**config.mk**
```make
export PLATFORM = sky130hd
export DESIGN_NAME = pair_alu_pcarry
export DESIGN_NICKNAME = d
export VERILOG_FILES = /design/src/rtl/pair_alu_pkg.sv /design/src/rtl/pa_carry_adder.sv /design/src/rtl/pa_lane_min.sv /design/src/rtl/pair_alu_pcarry.sv
export SDC_FILE = /design/constraint.sdc
export NUM_CORES = 1
export LEC_CHECK = 0
export ABC_AREA = 1
export ABC_CLOCK_PERIOD_IN_PS = 800
export CAP_MARGIN = 20
export CELL_PAD_IN_SITES_DETAIL_PLACEMENT = 1
export CELL_PAD_IN_SITES_GLOBAL_PLACEMENT = 2
export CORE_MARGIN = 2
export CORE_UTILIZATION = 30
export DETAILED_ROUTE_END_ITERATION = 10
export DONT_BUFFER_PORTS = 1
export PLACE_DENSITY = 0.81
export SLEW_MARGIN = 15
export SYNTH_ARGS = -nofsm -noshare
export SYNTH_HDL_FRONTEND = slang
export SYNTH_SLANG_ARGS = --single-unit
```
**constraint.sdc**
```tcl
create_clock -name clk -period 0.8 [get_ports clk]
set_input_delay 0.12 -clock clk [delete_from_list [all_inputs] [get_ports clk]]
set_output_delay 0.12 -clock clk [all_outputs]
set_load 0.03 [all_outputs]
```
**src/rtl/pair_alu_pkg.sv**
```systemverilog
package pair_alu_pkg;

  typedef enum logic [1:0] {
    OP_ADD_CARRY = 2'b00,
    OP_SUB_CARRY = 2'b01,
    OP_BYTE_MIN  = 2'b10,
    OP_ZERO      = 2'b11
  } alu_op_e;

endpackage

```
**src/rtl/pa_carry_adder.sv**
```systemverilog
// Full-width adder with optional inversion of the second operand
module pa_carry_adder #(
  parameter int WIDTH = 64
) (
  input  logic [WIDTH-1:0] add_a,
  input  logic [WIDTH-1:0] add_b,
  input  logic             invert_b,
  input  logic             carry_in,
  output logic [WIDTH-1:0] sum,
  output logic             carry_out
);

  logic [WIDTH-1:0] b_eff;
  logic [WIDTH:0]   wide_sum;

  always_comb begin
    b_eff    = invert_b ? ~add_b : add_b;
    wide_sum = {1'b0, add_a} + {1'b0, b_eff} + {{WIDTH{1'b0}}, carry_in};
  end

  assign sum       = wide_sum[WIDTH-1:0];
  assign carry_out = wide_sum[WIDTH];

endmodule

```
**src/rtl/pa_lane_min.sv**
```systemverilog
// Per-lane unsigned minimum with a "second greater than first" flag
module pa_lane_min #(
  parameter int WIDTH  = 64,
  parameter int LANE_W = 8,
  localparam int LANES = WIDTH / LANE_W
) (
  input  logic [WIDTH-1:0] lane_a,
  input  logic [WIDTH-1:0] lane_b,
  output logic [WIDTH-1:0] lane_min,
  output logic [LANES-1:0] b_gt_a
);

  for (genvar g = 0; g < LANES; g++) begin : g_lane
    logic [LANE_W-1:0] a_byte;
    logic [LANE_W-1:0] b_byte;
    logic              gt;

    assign a_byte = lane_a[g*LANE_W +: LANE_W];
    assign b_byte = lane_b[g*LANE_W +: LANE_W];
    assign gt     = (b_byte > a_byte);

    assign b_gt_a[g]                    = gt;
    assign lane_min[g*LANE_W +: LANE_W] = gt ? a_byte : b_byte;
  end

endmodule

```
**src/rtl/pair_alu_pcarry.sv**
```systemverilog
module pair_alu_pcarry
  import pair_alu_pkg::*;
#(
  parameter int DATA_W = 64,
  parameter int LANE_W = 8,
  localparam int PRED_W = DATA_W / LANE_W
) (
  input  logic              clk,
  input  logic              rst_n,
  input  logic              in_valid,
  input  logic [1:0]        opcode,
  input  logic [DATA_W-1:0] opnd_a,
  input  logic [DATA_W-1:0] opnd_b,
  input  logic [PRED_W-1:0] pred_in,
  output logic              out_valid,
  output logic [DATA_W-1:0] result,
  output logic [PRED_W-1:0] pred_out
);

  alu_op_e           op;
  logic              cin;
  logic [PRED_W-2:0] unused_pred_hi;
  logic [DATA_W-1:0] add_sum;
  logic              add_cout;
  logic [DATA_W-1:0] min_val;
  logic [PRED_W-1:0] min_flags;

  logic [DATA_W-1:0] res_nxt;
  logic [PRED_W-1:0] pred_nxt;

  logic              vld_q;
  logic [DATA_W-1:0] res_q;
  logic [PRED_W-1:0] pred_q;

  assign op             = alu_op_e'(opcode);
  assign cin            = pred_in[0];
  assign unused_pred_hi = pred_in[PRED_W-1:1];

  pa_carry_adder #(.WIDTH(DATA_W)) i_adder (
    .add_a     (opnd_a),
    .add_b     (opnd_b),
    .invert_b  (op == OP_SUB_CARRY),
    .carry_in  (cin),
    .sum       (add_sum),
    .carry_out (add_cout)
  );

  pa_lane_min #(.WIDTH(DATA_W), .LANE_W(LANE_W)) i_lane_min (
    .lane_a   (opnd_a),
    .lane_b   (opnd_b),
    .lane_min (min_val),
    .b_gt_a   (min_flags)
  );

  // next state
  always_comb begin
    res_nxt  = '0;
    pred_nxt = '0;
    case (op)
      OP_ADD_CARRY, OP_SUB_CARRY: begin
        res_nxt  = add_sum;
        pred_nxt = {PRED_W{add_cout}};
      end
      OP_BYTE_MIN: begin
        res_nxt  = min_val;
        pred_nxt = min_flags;
      end
      default: begin
        res_nxt  = '0;
        pred_nxt = '0;
      end
    endcase
  end

  // registers
  always_ff @(posedge clk or negedge rst_n) begin
    if (!rst_n) begin
      vld_q  <= 1'b0;
      res_q  <= '0;
      pred_q <= '0;
    end else begin
      vld_q <= in_valid;
      if (in_valid) begin
        res_q  <= res_nxt;
        pred_q <= pred_nxt;
      end
    end
  end

  assign out_valid = vld_q;
  assign result    = res_q;
  assign pred_out  = pred_q;

  AST_VALID_LATENCY: assert property (@(posedge clk) disable iff (!rst_n)
    in_valid |=> out_valid);
  AST_NO_SPURIOUS_VALID: assert property (@(posedge clk) disable iff (!rst_n)
    !in_valid |=> !out_valid);
  AST_HOLD_IDLE: assert property (@(posedge clk) disable iff (!rst_n)
    !in_valid |=> ($stable(result) && $stable(pred_out)));
  AST_CIN_FROM_LSB: assert property (@(posedge clk) disable iff (!rst_n)
    (in_valid && opcode == 2'b00 && opnd_a == '0 && opnd_b == '0)
      |=> (result == {{(DATA_W-1){1'b0}}, $past(pred_in[0])}));
  AST_CARRY_FANOUT: assert property (@(posedge clk) disable iff (!rst_n)
    (in_valid && !opcode[1]) |=> (pred_out == '0 || pred_out == '1));
  AST_EQUAL_LANES_NO_FLAG: assert property (@(posedge clk) disable iff (!rst_n)
    (in_valid && opcode == 2'b10 && opnd_a == opnd_b)
      |=> (pred_out == '0 && result == $past(opnd_a)));
  AST_ZERO_OPCODE: assert property (@(posedge clk) disable iff (!rst_n)
    (in_valid && opcode == 2'b11) |=> (result == '0 && pred_out == '0));

endmodule

```
==> results of run 1 <==
[cell families after synthesis]
logic type,count (synthesis),share of synthesized area [%]
buffers and inverters,531,15.97
xor gates and xnor gates,65,4.516
DFF,73,14.49
AOI/OAI and AO/OA,272,11.66
adders and majority gates,129,12.92
and+or+nand+nor,1207,40.44
[critical path: cells and delay by family]
| kind | cells | cell delay [ns] |
|---|---|---|
| and+or+nand+nor | 9 | 1.04 |
| AOI/OAI and AO/OA | 1 | 0.08 |
| xor gates and xnor gates | 1 | 0.17 |
| buffers and inverters | 6 | 0.74 |
| adders and majority gates | 1 | 0.29 |
[layout make-up]
class                   count  area, µm²  area share (%)
multi-input cells        1674      11140           56.05
repair buffers            458       4061           20.43
inverters                 490       1891           9.509
flip-flops and latches     73       1831           9.207
well taps                 539      674.4           3.392
clock buffers              10      239.0           1.202
clock inverters             6      42.54          0.2140
[worst paths after layout]
kind	end	slack [ns]	cells after the start
setup / recovery	result[23]	-1.38	18
hold / removal	result[42]	-0.58	0
setup reg to reg	result[35]	-0.01	3
hold reg to reg	result[14]	0.50	2
max in group asynchronous	out_valid	1.22	0
min in group clk	out_valid	-0.23	0
[flip-flops by register name (all words and copies together), names as in the netlist]
| signal | cells |
|---|---|
| result | 64 |
| pred_out | 8 |
| out_valid | 1 |
[through the flow]
stage	instances	utilization [%]	setup slack, ns
6_report	3250	47.72	-1.381
5_1_grt	3250	47.72	-1.484
4_1_cts	3221	44.00	-1.361
3_5_place_dp	3142	38.67	-2.245
3_3_place_gp	3142	38.67	-2.201
2_1_floorplan	2277	-	-1.375
[cells in the mapped netlist, types with 6 or more instances]
cell type and number:
a21oi_1 128, a21oi_2 8, a31oi_1 13, buf_2 15, clkbuf_1 21, dfrtp_1 73
ha_1 127, inv_1 471, inv_2 16, nand2_1 807, nand2_2 25, nand3_1 125
nand3b_1 13, nand4_1 21, nor2_1 141, nor2_2 33, nor2_4 6, nor3_1 8
o211ai_1 9, o21ai_0 94, o21ai_1 6, o21bai_1 7, or2_2 9, xnor2_1 9
xor2_1 56
[routing by layer]
metal  vias up  part of all wire (%)  wire (µm)  GRT usage (%)
met2       327                    47      29890          47.07
met3        67                   4.9       3131          4.974
met5         -                 0.019         12              0
li1       7822                     -          -              -
met1      7735                    46      29020          37.74
met4         2                   2.3       1472          7.414
[where the power goes]
part,total [mW],switching (mW),internal (mW)
Combinational,19.9,11.4,8.49
Clock,4.43,2.23,2.20
Sequential,4.86,0.549,4.31
Total,29.2,14.2,15.0
[what timing repair did]
action                                 in CTS  in global routing
setup endpoints to repair                 145                145
pin swaps                                 102                150
gates resized for setup                   401                340
setup buffers                              58                 30
gates cloned                                3                  1
endpoints found under the hold margin     143                140
==> reports/summary.txt, run 1 <==
status = complete, but fails checks
failing checks = negative hold slack, negative setup slack
FILL cells = 5521
Avg Cell Area, Syn = 5.537 µm²
fin crit period = 2.181 ns
Port Buf Inserts = 0
CTS clk-pin slew, worst paths = 0.08 ns
Startpoint Class = input pin
ant diodes = 0
# DRC = 0
htree depth = 3
area of the mapped netlist = 0.01261 mm²
aggregate negative setup slack = -106.20 ns
P per Cell Area = 1466 mW/mm²
critical path cell sequence = clkinv_16 > nand2_8 > clkbuf_16 > xor2_1 > ha_1 > buf_6 > nand2_4 > inv_1 > nand2_1 > nand2_1 > nand2_1 > nand2_1 > nand3b_1 > buf_4 > buf_4 > or2_2 > nand3_1 > a31oi_1
final hold vios = 139
Final WS setup = -1.381 ns
Max FO, Critical Path = 16
total clock sinks = 73
leak pwr = 10.84 nW
flops & latches, synth = 73
vias per cell = 4.909
number of synthesized flops with an enable pin = 0
setup repair after global routing missed its margin = yes
area grow syn2layout = 57.71%
max_slew headroom = 52.78%
CP max stage cell = ha_1
most frequent cells in the layout = nand2_1, inv_1, buf_4
Core Box Area = 0.04167 mm²
CP required = 1.07 ns
final net count = 2976
ranking of synthesized cells by area = nand2_1, dfrtp_1, inv_1
GRT Overall Usage = 28.30%
most common cell after layout, fill and taps aside = nand2_1
Clock Latency Late Sink = 0.38 ns
Post-CTS Hold Fix Bufs = 3
Final Max Tran Viols = 0
worst vdd ir = 1109 µV
Pwr Total = 29.16 mW
Placer Congestion = 0.9369
share of the synthesized area in the top cell type = 24.03%
total number of vias = 15.95k
hpwl dp = 50050 µm
sequential share of the synthesized area = 14.49%
share of cells above drive strength 1 = 38.73%
Slew @ Worst Pin = 0.7059 ns
final setup fails = 145
final period utilization = 272.7%
root buffer cell = clkbuf_16
CP most frequent cell = nand2_1
number of distinct library cells after synthesis = 41
first-pass GRT wire length = 94370 µm
CP max stage delay = 0.29 ns
syn_nets = 2547
initial drt markers = 794
CTS tree = built
Num CTS Buffers = 9
critical path startpoint = opcode[1]
die footprint = 0.04368 mm²
arrival time worst endpoint = 2.45 ns
antenna viol nets, final = 0
largest net degree at the start of global routing = 100
die width = 209.0 µm
clock buffer depth = 2
ys async rst share = 100.0%
Hold Worst Slack = -0.5815 ns
Main synth FF type = dfrtp_1
post-route cell area = 0.01988 mm²
First-pass DRT Iterations = 4
FP Rows = 75
Hold Crit Class = input pin to asynchronous set/reset pin
grt total ovfl = 0
Mapped Cells = 2277
Warnings, synthesis = 0
cell taking the most area after synthesis = nand2_1
CP Capture Type = register
Max Clock Freq = 0.4584 GHz
clk_skew = 0 ns
WL final = 63530 µm
critical path type = input pin to register
Starting Density = 30.26%
drt wl/cell = 19.55 µm
Die Span Y = 209.0 µm
initial antenna violation count = 1
number of top-level pins = 214
number of global-route vias before repair = 16.78k
r2r startpoint = result[35]
max-cap viol count = 0
DP Area = 0.01611 mm²
No activity file was read; power rests on OpenSTA's default activity.
==> run 2: changes to the inputs <==
ABC_AREA = not set   (was 1)
ABC_CLOCK_PERIOD_IN_PS = 1900   (was 800)
CAP_MARGIN = 25   (was 20)
PLACE_DENSITY = 0.72   (was 0.81)
clock period = 1.9 ns   (was 0.8 ns; I/O delays follow)
==> reports/summary.txt, run 2 <==
CP max stage delay = 0.50 ns
number of distinct library cells after synthesis = 79
Final WS setup = -1.165 ns
most frequent cells in the layout = buf_4, ha_1, inv_1
area of the mapped netlist = 0.009990 mm²
fin crit period = 3.065 ns
First-pass DRT Iterations = 4
Post-synth top cells = ha_1, a21oi_1, xnor2_1
Port Buf Inserts = 0
Slew @ Worst Pin = 0.5297 ns
vias per cell = 5.399
initial antenna violation count = 0
leak pwr = 6.868 nW
number of top-level pins = 214
Hold Worst Slack = -0.3996 ns
CP most frequent cell = buf_12
Reg area = 0.001827 mm²
area grow syn2layout = 49.27%
CP required = 2.20 ns
critical path type = input pin to register
flops & latches, synth = 73
dpl cells = 1864
status = complete, but fails checks
drt wl/cell = 20.93 µm
Warnings, synthesis = 0
Max FO, Critical Path = 55
first-pass GRT wire length = 62490 µm
CP Capture Type = register
grt total ovfl = 0
Avg Cell Area, Syn = 8.242 µm²
sequential share of the synthesized area = 18.29%
Num CTS Buffers = 9
CP top delay family = simple AND/OR/NAND/NOR gates
FILL cells = 3792
reg2reg setup slack = 0.84 ns
Die Span Y = 186.5 µm
fin cells = 1952
# DRC = 0
final period utilization = 161.3%
cell taking the most area after synthesis = dfrtp_1
FP Rows = 66
initial drt markers = 314
Mapped Cells = 1212
share of the synthesized area in the top cell type = 18.29%
htree depth = 3
largest net degree at the start of global routing = 116
clock buffer depth = 2
Main synth FF type = dfrtp_1
CP max stage cell = or4_1
die footprint = 0.03477 mm²
total number of vias = 10.54k
die width = 186.5 µm
max_slew headroom = 64.69%
Clock Latency Late Sink = 0.36 ns
ys async rst share = 100.0%
Hold Crit Class = input pin to asynchronous set/reset pin
GRT Overall Usage = 22.35%
critical path cell sequence = clkinv_16 > nand2_8 > buf_12 > buf_12 > xnor2_2 > ha_1 > buf_6 > nand4_1 > buf_4 > or3_4 > nor3_4 > a21oi_4 > o211ai_4 > a311oi_2 > or4_1 > nand3_1
CTS tree = built
max-cap viol count = 0
Startpoint Class = input pin
WL final = 40850 µm
worst vdd ir = 457.9 µV
share of cells above drive strength 1 = 38.54%
CTS clk-pin slew, worst paths = 0.07 ns
most common cell after layout, fill and taps aside = buf_4
clk_skew = 0 ns
ant diodes = 0
post-route cell area = 0.01491 mm²
Crit path buffers/inverters = 5
P per Cell Area = 709.7 mW/mm²
Post-CTS Hold Fix Bufs = 1
hpwl dp = 30100 µm
number of global-route vias before repair = 11.37k
Final Core Density = 45.60%
Starting Density = 30.55%
total clock sinks = 73
DP Area = 0.01252 mm²
root buffer cell = clkbuf_16
ranking of synthesized cells by area = dfrtp_1, ha_1, xnor2_1
failing checks = negative hold slack, negative setup slack
antenna viol nets, final = 0
Largest register FFs = 64
arrival time worst endpoint = 3.37 ns
final net count = 1775
Core Box Area = 0.03270 mm²
Max Clock Freq = 0.3262 GHz
count leader, synth = ha_1
syn_nets = 1482
final setup fails = 68
number of synthesized flops with an enable pin = 0
final hold vios = 73
Placer Congestion = 0.8431
setup repair after global routing missed its margin = yes
area taken by multi-input logic gates = 0.009015 mm²
Final Max Tran Viols = 0
-- run 2: final cells by class --
class	instances	share of cell area, %
multi-input combinational	992	60.45
timing repair buffer	350	19.33
sequential	73	12.25
tap	442	3.709
inverter	79	2.165
clock buffer	10	1.535
clock inverter	6	0.5538
-- run 2: layer usage --
metal  track usage (%)  vias up  routed length, µm
met2             40.69      211              20780
met4             4.518        0                920
met1             26.64     5234              16980
met3             5.398       49               2169
met5                 0        -                  0
li1                  -     5045                  -
-- run 2: path summary, 6_finish.rpt --
check                           start          to  depth (start not counted)
setup / recovery            opcode[1]  result[63]                         16
setup reg to reg           result[37]  result[37]                          1
hold reg to reg            result[38]  result[38]                          1
max in group asynchronous       rst_n  result[39]                          0
min in group clk             in_valid  result[60]                          1
hold / removal                  rst_n  result[55]                          0
-- run 2: cell families after synthesis --
group	share of synthesized area [%]
flops	18.29
xor+xnor	10.52
buf+inv	5.699
compound gates	28.90
simple gates	13.41
mux	6.876
fa+ha+maj	16.31
-- run 2: where the power goes --
group	switching, mW	internal (mW)
logic	2.77	3.12
clock network	0.836	1.15
registers	0.876	1.83
total	4.49	6.10
-- run 2: stage by stage --
stage	hold slack, ns	TNS (ns)	total power [mW]	setup slack [ns]
floorplan	-0.01059	-79.00	5.495	-1.640
global placement	-0.008233	-90.00	7.289	-1.711
detailed placement	-0.008265	-93.96	7.406	-1.805
CTS	-0.4096	-54.88	10.06	-1.106
global route	-0.4200	-64.40	11.23	-1.221
finish	-0.3996	-59.30	10.58	-1.165
-- run 2: repair_timing --
action / CTS / global route
endpoints found under the setup margin: 66 / 72
cloned: 1 / 1
buffers inserted: 44 / 37
hold endpoints to repair: 74 / 73
gates resized for setup: 153 / 132
pin swaps: 107 / 79
